`src/rtl/inbound_xlate_win.sv`:
```
module inbound_xlate_win #(
  parameter int              NWIN      = 3,
  parameter logic [NWIN-1:0] WIDE_SIZE = 3'b101,
  parameter logic [63:0]     SIZE_RST  = 64'hFFFF_FFFF_0000_0000,
  parameter int              OFS_W     = 6,
  localparam int             IDX_W     = (NWIN > 1) ? $clog2(NWIN) : 1
) (
  input  logic             clk,
  input  logic             rst_n,
  input  logic             cfg_wr,
  input  logic [OFS_W-1:0] cfg_addr,
  input  logic [31:0]      cfg_wdata,
  output logic [31:0]      cfg_rdata,
  input  logic [63:0]      lk_addr,
  input  logic             lk_direct,
  output logic             win_hit,
  output logic [IDX_W-1:0] win_idx,
  output logic [63:0]      loc_addr,
  output logic             pass_thru
);

  localparam int SEL_W = OFS_W - 4;

  logic [63:0]      sz   [NWIN];
  logic [63:0]      base [NWIN];
  logic [NWIN-1:0]  claim;
  logic [IDX_W-1:0] pick;
  logic             any;
  logic [SEL_W-1:0] slot;
  logic [1:0]       fld;

  assign slot = cfg_addr[OFS_W-1:4];
  assign fld  = cfg_addr[3:2];

  for (genvar w = 0; w < NWIN; w++) begin : g_win
    logic [63:0] sz_q, base_q;
    logic [64:0] reach;
    logic        wsel;

    assign wsel = cfg_wr && (slot == SEL_W'(w));

    always_ff @(posedge clk or negedge rst_n) begin
      if (!rst_n) begin
        sz_q   <= SIZE_RST;
        base_q <= '0;
      end else if (wsel) begin
        case (fld)
          2'd0: begin
            if (WIDE_SIZE[w]) sz_q[31:0] <= cfg_wdata;
            else              sz_q       <= {32'h0, cfg_wdata};
          end
          2'd1: begin
            if (WIDE_SIZE[w]) sz_q[63:32] <= cfg_wdata;
          end
          2'd2:    base_q[31:0]  <= cfg_wdata;
          default: base_q[63:32] <= cfg_wdata;
        endcase
      end
    end

    assign reach    = {1'b0, lk_addr} + {1'b0, sz_q[63:3], 3'b000};
    assign claim[w] = sz_q[0] && !reach[64];
    assign sz[w]    = sz_q;
    assign base[w]  = base_q;

    if (!WIDE_SIZE[w]) begin : g_narrow

      narrow_lo_chk: assert property (@(posedge clk) disable iff (!rst_n)
        (wsel && fld == 2'd0) |=> (sz_q[63:32] == 32'h0));

      narrow_hi_chk: assert property (@(posedge clk) disable iff (!rst_n)
        (wsel && fld == 2'd1) |=> $stable(sz_q));
    end
  end

  always_comb begin
    pick = '0;
    any  = 1'b0;
    for (int w = NWIN - 1; w >= 0; w--) begin
      if (claim[w]) begin
        pick = IDX_W'(w);
        any  = 1'b1;
      end
    end
  end

  assign win_hit   = any && !lk_direct;
  assign pass_thru = !win_hit;
  assign win_idx   = win_hit ? pick : '0;
  assign loc_addr  = win_hit ? (base[pick] + lk_addr) : lk_addr;

  always_comb begin
    cfg_rdata = '0;
    for (int w = 0; w < NWIN; w++) begin
      if (slot == SEL_W'(w)) begin
        case (fld)
          2'd0:    cfg_rdata = sz[w][31:0];
          2'd1:    cfg_rdata = sz[w][63:32];
          2'd2:    cfg_rdata = base[w][31:0];
          default: cfg_rdata = base[w][63:32];
        endcase
      end
    end
  end

  logic [NWIN-1:0] lower_m;
  assign lower_m = NWIN'((32'd1 << win_idx) - 32'd1);


  direct_block_chk: assert property (@(posedge clk) disable iff (!rst_n)
    lk_direct |-> (pass_thru && !win_hit && loc_addr == lk_addr));

  hit_pass_chk: assert property (@(posedge clk) disable iff (!rst_n)
    win_hit != pass_thru);

  pass_addr_chk: assert property (@(posedge clk) disable iff (!rst_n)
    pass_thru |-> (loc_addr == lk_addr && win_idx == '0));

  lowest_win_chk: assert property (@(posedge clk) disable iff (!rst_n)
    win_hit |-> (claim[win_idx] && (claim & lower_m) == '0));

  unmapped_rd_chk: assert property (@(posedge clk) disable iff (!rst_n)
    (32'(slot) >= NWIN) |-> (cfg_rdata == 32'h0));

endmodule

```
`config.mk`:
```
export PLATFORM = sky130hd
export DESIGN_NAME = inbound_xlate_win
export DESIGN_NICKNAME = d
export VERILOG_FILES = /design/src/rtl/inbound_xlate_win.sv
export SDC_FILE = /design/constraint.sdc
export NUM_CORES = 1
export LEC_CHECK = 0
export ABC_CLOCK_PERIOD_IN_PS = 7100
export BUFFER_PORTS_ARGS = -buffer_cell sky130_fd_sc_hd__buf_2
export CORE_AREA = 2 2 257 259
export CTS_CLUSTER_DIAMETER = 30
export DETAILED_ROUTE_END_ITERATION = 7
export DIE_AREA = 0 0 259 261
export HOLD_SLACK_MARGIN = 0.06
export MAX_ROUTING_LAYER = met4
export SLEW_MARGIN = 20
export SYNTH_ARGS = -nofsm -noshare
export SYNTH_HDL_FRONTEND = slang
export SYNTH_SLANG_ARGS = --single-unit
```
`constraint.sdc`:
```
create_clock -name clk -period 7.1 [get_ports clk]
set_clock_uncertainty 0.1 [all_clocks]
set_input_delay 1.42 -clock clk [delete_from_list [all_inputs] [get_ports clk]]
set_output_delay 1.42 -clock clk [all_outputs]
set_load 0.005 [all_outputs]
```
==> out/results.txt, run 1 <==
Outcome - complete, but fails checks
Failing checks - negative setup slack
Critical path launch point type - primary input
Cell Pwr Density - 399 nW/um^2
Switching fraction of total power - 37.5%
Via density - 5.84
Pins Over Slew Limit - 0
Dpl hpwl - 76500 um
Die height - 261 um
First-pass GRT wire length - 154000 um
CTS tree - done
Most common library cells after synthesis - mux2_2 (385), dfrtp_1 (288), ha_1 (249)
Most numerous cell in the Yosys netlist - mux2_2
WL per Instance - 25.7 um
Clk slew on worst S/H paths - 50 ps
Min-delay src - g_win[2].sz_q[2]
Final Worst Setup Slack - -1650 ps
CP most frequent cell - buf_4
Synth top area cells - dfrtp_1 (28%), mux2_2 (17%), ha_1 (12%)
# rows - 94
Yosys warnings - 0
Residual DRC count - 0
Reg2reg path depth - 2
Sequential area share after synthesis - 34.8%
Number of global-route vias before repair - 24500
EDFF count, synth - 0
Layout area overhead - 46.4%
Placer Congestion - 1.00
# hold bufs at CTS - 0
Die Wd - 259 um
CTS buffer count - 79
Req. time, crit path - 5580 ps
Crit path kind - in2out
Worst slew margin - 32.4%
Clock Latency Late Sink - 610 ps
Tmin final - 8750 ps
Largest area contributor in the netlist - dfrtp_1
CP arrival - 7230 ps
Vias - 24300
Leakage - 17.3 nW
Root buf cell - clkbuf_16
Hold crit path type - reg2reg
IO buf count - 203
Post-Syn Instances - 2414
Slew @ Worst Pin - 1010 ps
Unrepaired setup endpoints after global routing - true
Final wirelength - 107000 um
Synth Area per Inst - 10.6 um^2
Total gr overflow - 0
Combinational share of power - 53.6%
Crit end category - primary output
Full die area - 67600 um^2
Ys flop type - dfrtp_1
Top achievable clock speed - 114 MHz
Total iterations of the first detailed-routing run - 5
Post-Syn Area - 25600 um^2
Antenna violations before repair - 6
Number of routed nets with antenna violations - 0
CP Max Fanout - 7
Final Hold Slack - 401 ps
Hold path depth - 1
CTS Sinks - 353
DR iter-0 viols - 2211
Sequential Power Share - 20.2%
Layout Cells excl Fill - 4157
Max Cap Viol - 0
I/O pin total - 206
Starting Density - 39.4%
Post-synth ARST share - 100%
Core Region - 65000 um^2
VDD IR max - 0.000171 V
Internal Pwr Total - 0.00936 W
Period utilization - 123%
Clock power share - 26.2%
Cells after DPL - 3926
GRT Resource Usage Total - 31.6%
Layout Nets - 3579
Top cell type's share of synthesized area - 28.1%
Final setup vio count - 60
Beginning of the critical path - lk_addr[34]
CTS max path bufs - 3
Unique masters post-synth - 72
Syn_nets - 2770
Reg-to-Reg Start - g_win[1].sz_q[30]
Slowest-stage cell, CP - ha_1
CTS H-tree lvls - 3
Final Hold Vio Count - 0
FF+latch count, synth - 353
Share of cells above drive strength 1 - 55.2%
Max incr delay on CP - 360 ps
Switching pwr - 0.00562 W
Largest net degree at the start of global routing - 165
==> cell usage in the layout, fill, tap and decap left out, drive strengths merged, types with 13 or more instances in the layout <==
cell      n
dfrtp   288
o22ai    64
clkinv   21
o21bai   16
o21ai   129
ha      249
a211oi   14
mux2i    89
nand2b   15
bufinv   13
mux2    385
a21oi   200
nand3    31
clkbuf  102
nand4    36
a21o     59
mux4     64
nor2    131
o211ai   13
nand2   165
buf     877
xnor2    31
xor2     26
inv      38
o21a     18
dfstp    65
==> metal layers <==
| metal | vias to the layer above | wire length, um | track usage (%) |
|---|---|---|---|
| met1 | 12100 | 43600 | 39.7 |
| met4 | 0 | 5350 | 14.0 |
| met3 | 293 | 8620 | 6.06 |
| li1 | 10700 | - | - |
| met5 | - | 0 | - |
| met2 | 1159 | 49200 | 49.5 |
==> layout make-up <==
| cell class | count | area, um^2 |
|---|---|---|
| well taps | 864 | 1080 |
| fillers | 5307 | 27500 |
| inverters | 32 | 120 |
| multi-input cells | 1877 | 17800 |
| diodes | 3 | 7.51 |
| repair buffers | 880 | 6680 |
| clock inverters | 48 | 661 |
| flip-flops and latches | 353 | 8910 |
| clock buffers | 100 | 2220 |
==> flip-flops by register name, summed over array words and instances (netlist names) <==
signal        flops
g_win.base_q    192
g_win.sz_q      161
==> through the flow <==
step           setup WS (ps)  TNS (ps)  total power [W]  utilization [%]  area (um^2)
4_1_cts                -1600    -69730           0.0141             55.7        36200
2_1_floorplan           -163     -1120          0.00623                -        25900
3_3_place_gp           -2500   -110220          0.00937             49.2        32000
3_5_place_dp           -2600   -119100          0.00949             49.2        32000
5_1_grt                -1750    -80260           0.0157             57.7        37500
6_report               -1650    -71120           0.0150             57.7        37500
==> power by group through the flow <==
stage | clock (W) | combinational [W] | sequential, W
3_3_place_gp | 0 | 0.00640 | 0.00298
6_report | 0.00393 | 0.00803 | 0.00302
3_5_place_dp | 0 | 0.00648 | 0.00300
5_1_grt | 0.00406 | 0.00853 | 0.00306
2_1_floorplan | 0 | 0.00342 | 0.00281
4_1_cts | 0.00396 | 0.00719 | 0.00298
==> critical path: cells and delay by family <==
family / cells / cell delay [ps]
adder cells (fa/ha/maj): 2 / 620
buffers and inverters: 13 / 1940
AND/OR/NAND/NOR: 12 / 1610
AO/OA/AOI/OAI: 7 / 1570
==> path summary, 6_finish.rpt <==
path	endpoint	slack (ps)
max	loc_addr[60]	-1650
min	g_win[2].sz_q[2]	400
max reg2reg	g_win[1].sz_q[30]	6000
min reg2reg	g_win[2].sz_q[2]	400
max in group asynchronous	g_win[0].sz_q[13]	4710
min in group asynchronous	g_win[2].base_q[58]	750
==> logic make-up (layout without fill, tap and decap cells) <==
kind of cell,after synthesis,count (layout),share of synthesized area [%]
and+or+nand+nor,454,455,8.18
other,0,3,0
muxes,538,538,26.0
DFF,353,353,34.8
AOI/OAI and AO/OA,577,577,13.7
adders and majority gates,250,250,12.2
buffers and inverters,185,1060,3.19
xor gates and xnor gates,57,57,1.95
==> repair_timing <==
action | in CTS | in global routing
gates resized for setup | 237 | 213
pin swaps | 74 | 130
endpoints found under the setup margin | 64 | 63
gates cloned | 5 | 3
buffers inserted | 50 | 46
Note: power is estimated with default switching activity, not from simulation.
==> run 2, diff against run 1 <==
--- a/config.mk
+++ b/config.mk
@@ -6,7 +6,7 @@
 export NUM_CORES = 1
 export LEC_CHECK = 0
 export ABC_CLOCK_PERIOD_IN_PS = 7100
-export BUFFER_PORTS_ARGS = -buffer_cell sky130_fd_sc_hd__buf_2
+export BUFFER_PORTS_ARGS = -buffer_cell sky130_fd_sc_hd__buf_4
 export CORE_AREA = 2 2 257 259
 export CTS_CLUSTER_DIAMETER = 30
 export DETAILED_ROUTE_END_ITERATION = 7
==> constraint.sdc (replaced) <==
create_clock -name clk -period 7.1 [get_ports clk]
set_clock_uncertainty 0.1 [all_clocks]
set_input_delay 1.42 -clock clk [delete_from_list [all_inputs] [get_ports clk]]
set_output_delay 1.42 -clock clk [all_outputs]
set_load 0.02 [all_outputs]
==> out/results.txt, run 2 (same netlist as run 1, synthesis figures left out) <==
Outcome - complete, but fails checks
Failing checks - negative setup slack
CTS Sinks - 353 (unchanged)
CP arrival - 7190 ps (-40 ps)
Period utilization - 123% (-0.52 points)
Crit path kind - in2out
Hold crit path type - reg2reg
CTS H-tree lvls - 3 (unchanged)
IO buf count - 203 (unchanged)
Number of global-route vias before repair - 24500 (-0.11%)
Pins Over Slew Limit - 0 (unchanged)
CTS tree - done
Core Region - 65000 um^2 (unchanged)
Root buf cell - clkbuf_16
Die Wd - 259 um (unchanged)
Starting Density - 39.4% (unchanged)
Share of cells above drive strength 1 - 53.5% (-1.7 points)
Final Hold Slack - 408 ps (+7.20 ps)
VDD IR max - 0.000201 V (+17%)
Via density - 5.90 (+0.93%)
Clock Latency Late Sink - 620 ps (about the same)
Final wirelength - 105000 um (-1.2%)
Min-delay src - g_win[0].sz_q[2]
Crit end category - primary output
Max Cap Viol - 0 (unchanged)
Flop2flop setup slack - 5980 ps (-20 ps)
CTS buffer count - 80 (+1.3%)
Number of routed nets with antenna violations - 0 (unchanged)
First-pass GRT wire length - 154000 um (-0.26%)
# hold bufs at CTS - 0 (unchanged)
Unrepaired setup endpoints after global routing - true
Worst slew margin - 35.8% (+3.4 points)
Internal Pwr Total - 0.00920 W (-1.7%)
CP Max Fanout - 4 (-3)
CTS max path bufs - 3 (unchanged)
Final Hold Vio Count - 0 (unchanged)
Switching fraction of total power - 38.8% (+1.2 points)
Worst min-delay path endpoint - g_win[0].sz_q[2]
Residual DRC count - 0 (unchanged)
Largest register by flop count - g_win.base_q
Slowest-stage cell, CP - fa_2
Hold path depth - 1 (unchanged)
Layout area overhead - 45.0%
Dpl hpwl - 76000 um (-0.72%)
Cell Pwr Density - 404 nW/um^2 (+1.3%)
Vias - 24100 (-0.94%)
Clock power share - 25.4% (-0.8 points)
Slew @ Worst Pin - 962 ps (-51.4 ps)
Combinational share of power - 54.5% (+0.9 points)
Most common cell after layout, fill and taps aside - buf_4
Fill cell count - 5401 (+1.8%)
WL per Instance - 25.8 um (+0.68%)
Total gr overflow - 0 (unchanged)
Max reg flops - 192 (unchanged)
Leakage - 17.1 nW (-1.5%)
Die height - 261 um (unchanged)
Critical path launch point type - primary input
Largest net degree at the start of global routing - 159 (-3.6%)
Full die area - 67600 um^2 (unchanged)
Largest regs - g_win.base_q x192, g_win.sz_q x161
GRT Resource Usage Total - 31.5% (-0.077 points)
Layout Nets - 3502 (-2.2%)
Pre-CTS setup slack - -1790 ps (+818 ps)
Clk slew on worst S/H paths - 50 ps (about the same)
Antenna violations before repair - 2 (-4)
Total iterations of the first detailed-routing run - 7 (+2)
Sequential Power Share - 20.1% (about the same)
Req. time, crit path - 5580 ps (about the same)
R2r endpoint - g_win[2].sz_q[0]
Reg-to-Reg Start - g_win[2].sz_q[0]
Max incr delay on CP - 360 ps (about the same)
Top achievable clock speed - 115 MHz (+0.43%)
Most frequent cells in the layout - buf_4 (694), mux2_2 (384), dfrtp_1 (288), ha_1 (224), nand2_1 (156)
Placer Congestion - 0.996 (-0.66%)
Tmin final - 8710 ps (-37.1 ps)
DR iter-0 viols - 2268 (+2.6%)
I/O pin total - 206 (unchanged)
Switching pwr - 0.00583 W (+3.6%)
# rows - 94 (unchanged)
CP most frequent cell - buf_4
Final Worst Setup Slack - -1610 ps (+37.1 ps)
Final setup vio count - 60 (unchanged)
Reg2reg path depth - 2 (unchanged)
[run 2: cell types whose count changed in the layout (fill, tap and decap cells not counted), sizes merged]
cell      before  now
buf          877  799
bufinv        13    8
inv           38   43
bufbuf         1    0
clkinv        21   22
clkinvlp       8    9
[run 2: final cells by class]
| cell class | count | area [um^2] | share of cell area, % |
|---|---|---|---|
| Clock inverter | 50 | 644 | 1.73 |
| Sequential cell | 353 | 8910 | 24.0 |
| Tap cell | 864 | 1080 | 2.91 |
| Antenna cell | 3 | 7.51 | 0.0202 |
| Timing Repair Buffer | 802 | 6630 | 17.8 |
| Multi-Input combinational cell | 1877 | 17600 | 47.3 |
| Clock buffer | 99 | 2170 | 5.85 |
| Inverter | 32 | 120 | 0.323 |
[run 2: critical path: cells and delay by family]
kind | cells | cell delay, ps
buffers and inverters | 9 | 1320
and+or+nand+nor | 9 | 1430
AOI/OAI and AO/OA | 9 | 2010
muxes | 1 | 190
adders and majority gates | 3 | 800
[run 2: per-layer routing]
layer / wire [um] / vias up / share of wire [%] / global-route usage [%]
met5: 0 / - / 0 / -
met1: 43900 / 12200 / 42 / 40.5
met2: 49000 / 1034 / 46 / 49.4
li1: - / 10600 / - / -
met3: 8390 / 216 / 8.0 / 5.42
met4: 4170 / 0 / 4.0 / 12.6
[run 2: power groups by stage]
| stage | logic (W) | clock network (W) | registers, W |
|---|---|---|---|
| floorplan | 0.00377 | 0 | 0.00281 |
| global placement | 0.00678 | 0 | 0.00299 |
| CTS | 0.00758 | 0.00386 | 0.00299 |
| global route | 0.00869 | 0.00397 | 0.00306 |
| detailed placement | 0.00686 | 0 | 0.00301 |
| finish | 0.00819 | 0.00382 | 0.00302 |
[run 2: through the flow]
step | TNS [ps] | power [W] | cell area [um^2] | util [%] | instances
final | -71460 | 0.0150 | 37200 | 57.1 | 4080
after global routing | -75690 | 0.0157 | 37200 | 57.1 | 4079
after CTS | -63980 | 0.0144 | 36300 | 55.8 | 4051
after detailed placement | -81850 | 0.00988 | 32200 | 49.5 | 3874
after global placement | -83970 | 0.00977 | 32200 | 49.5 | 3874
after floorplan | -3130 | 0.00658 | 26100 | - | 2414
[run 2: worst max-delay path by stage]
| stage | startpoint | cells past startpoint | end |
|---|---|---|---|
| floorplan | lk_addr[35] | 24 | loc_addr[63] |
| global placement | lk_addr[35] | 31 | loc_addr[62] |
| detailed placement | lk_addr[35] | 29 | loc_addr[63] |
| CTS | lk_addr[34] | 30 | loc_addr[63] |
| global route | lk_addr[35] | 29 | loc_addr[63] |
| finish | lk_addr[35] | 31 | loc_addr[52] |
[run 2: repair_timing]
item,CTS,global route
pin swaps,115,87
resized for setup,238,122
endpoints found under the setup margin,62,61
setup buffers,37,27
cloned,2,3
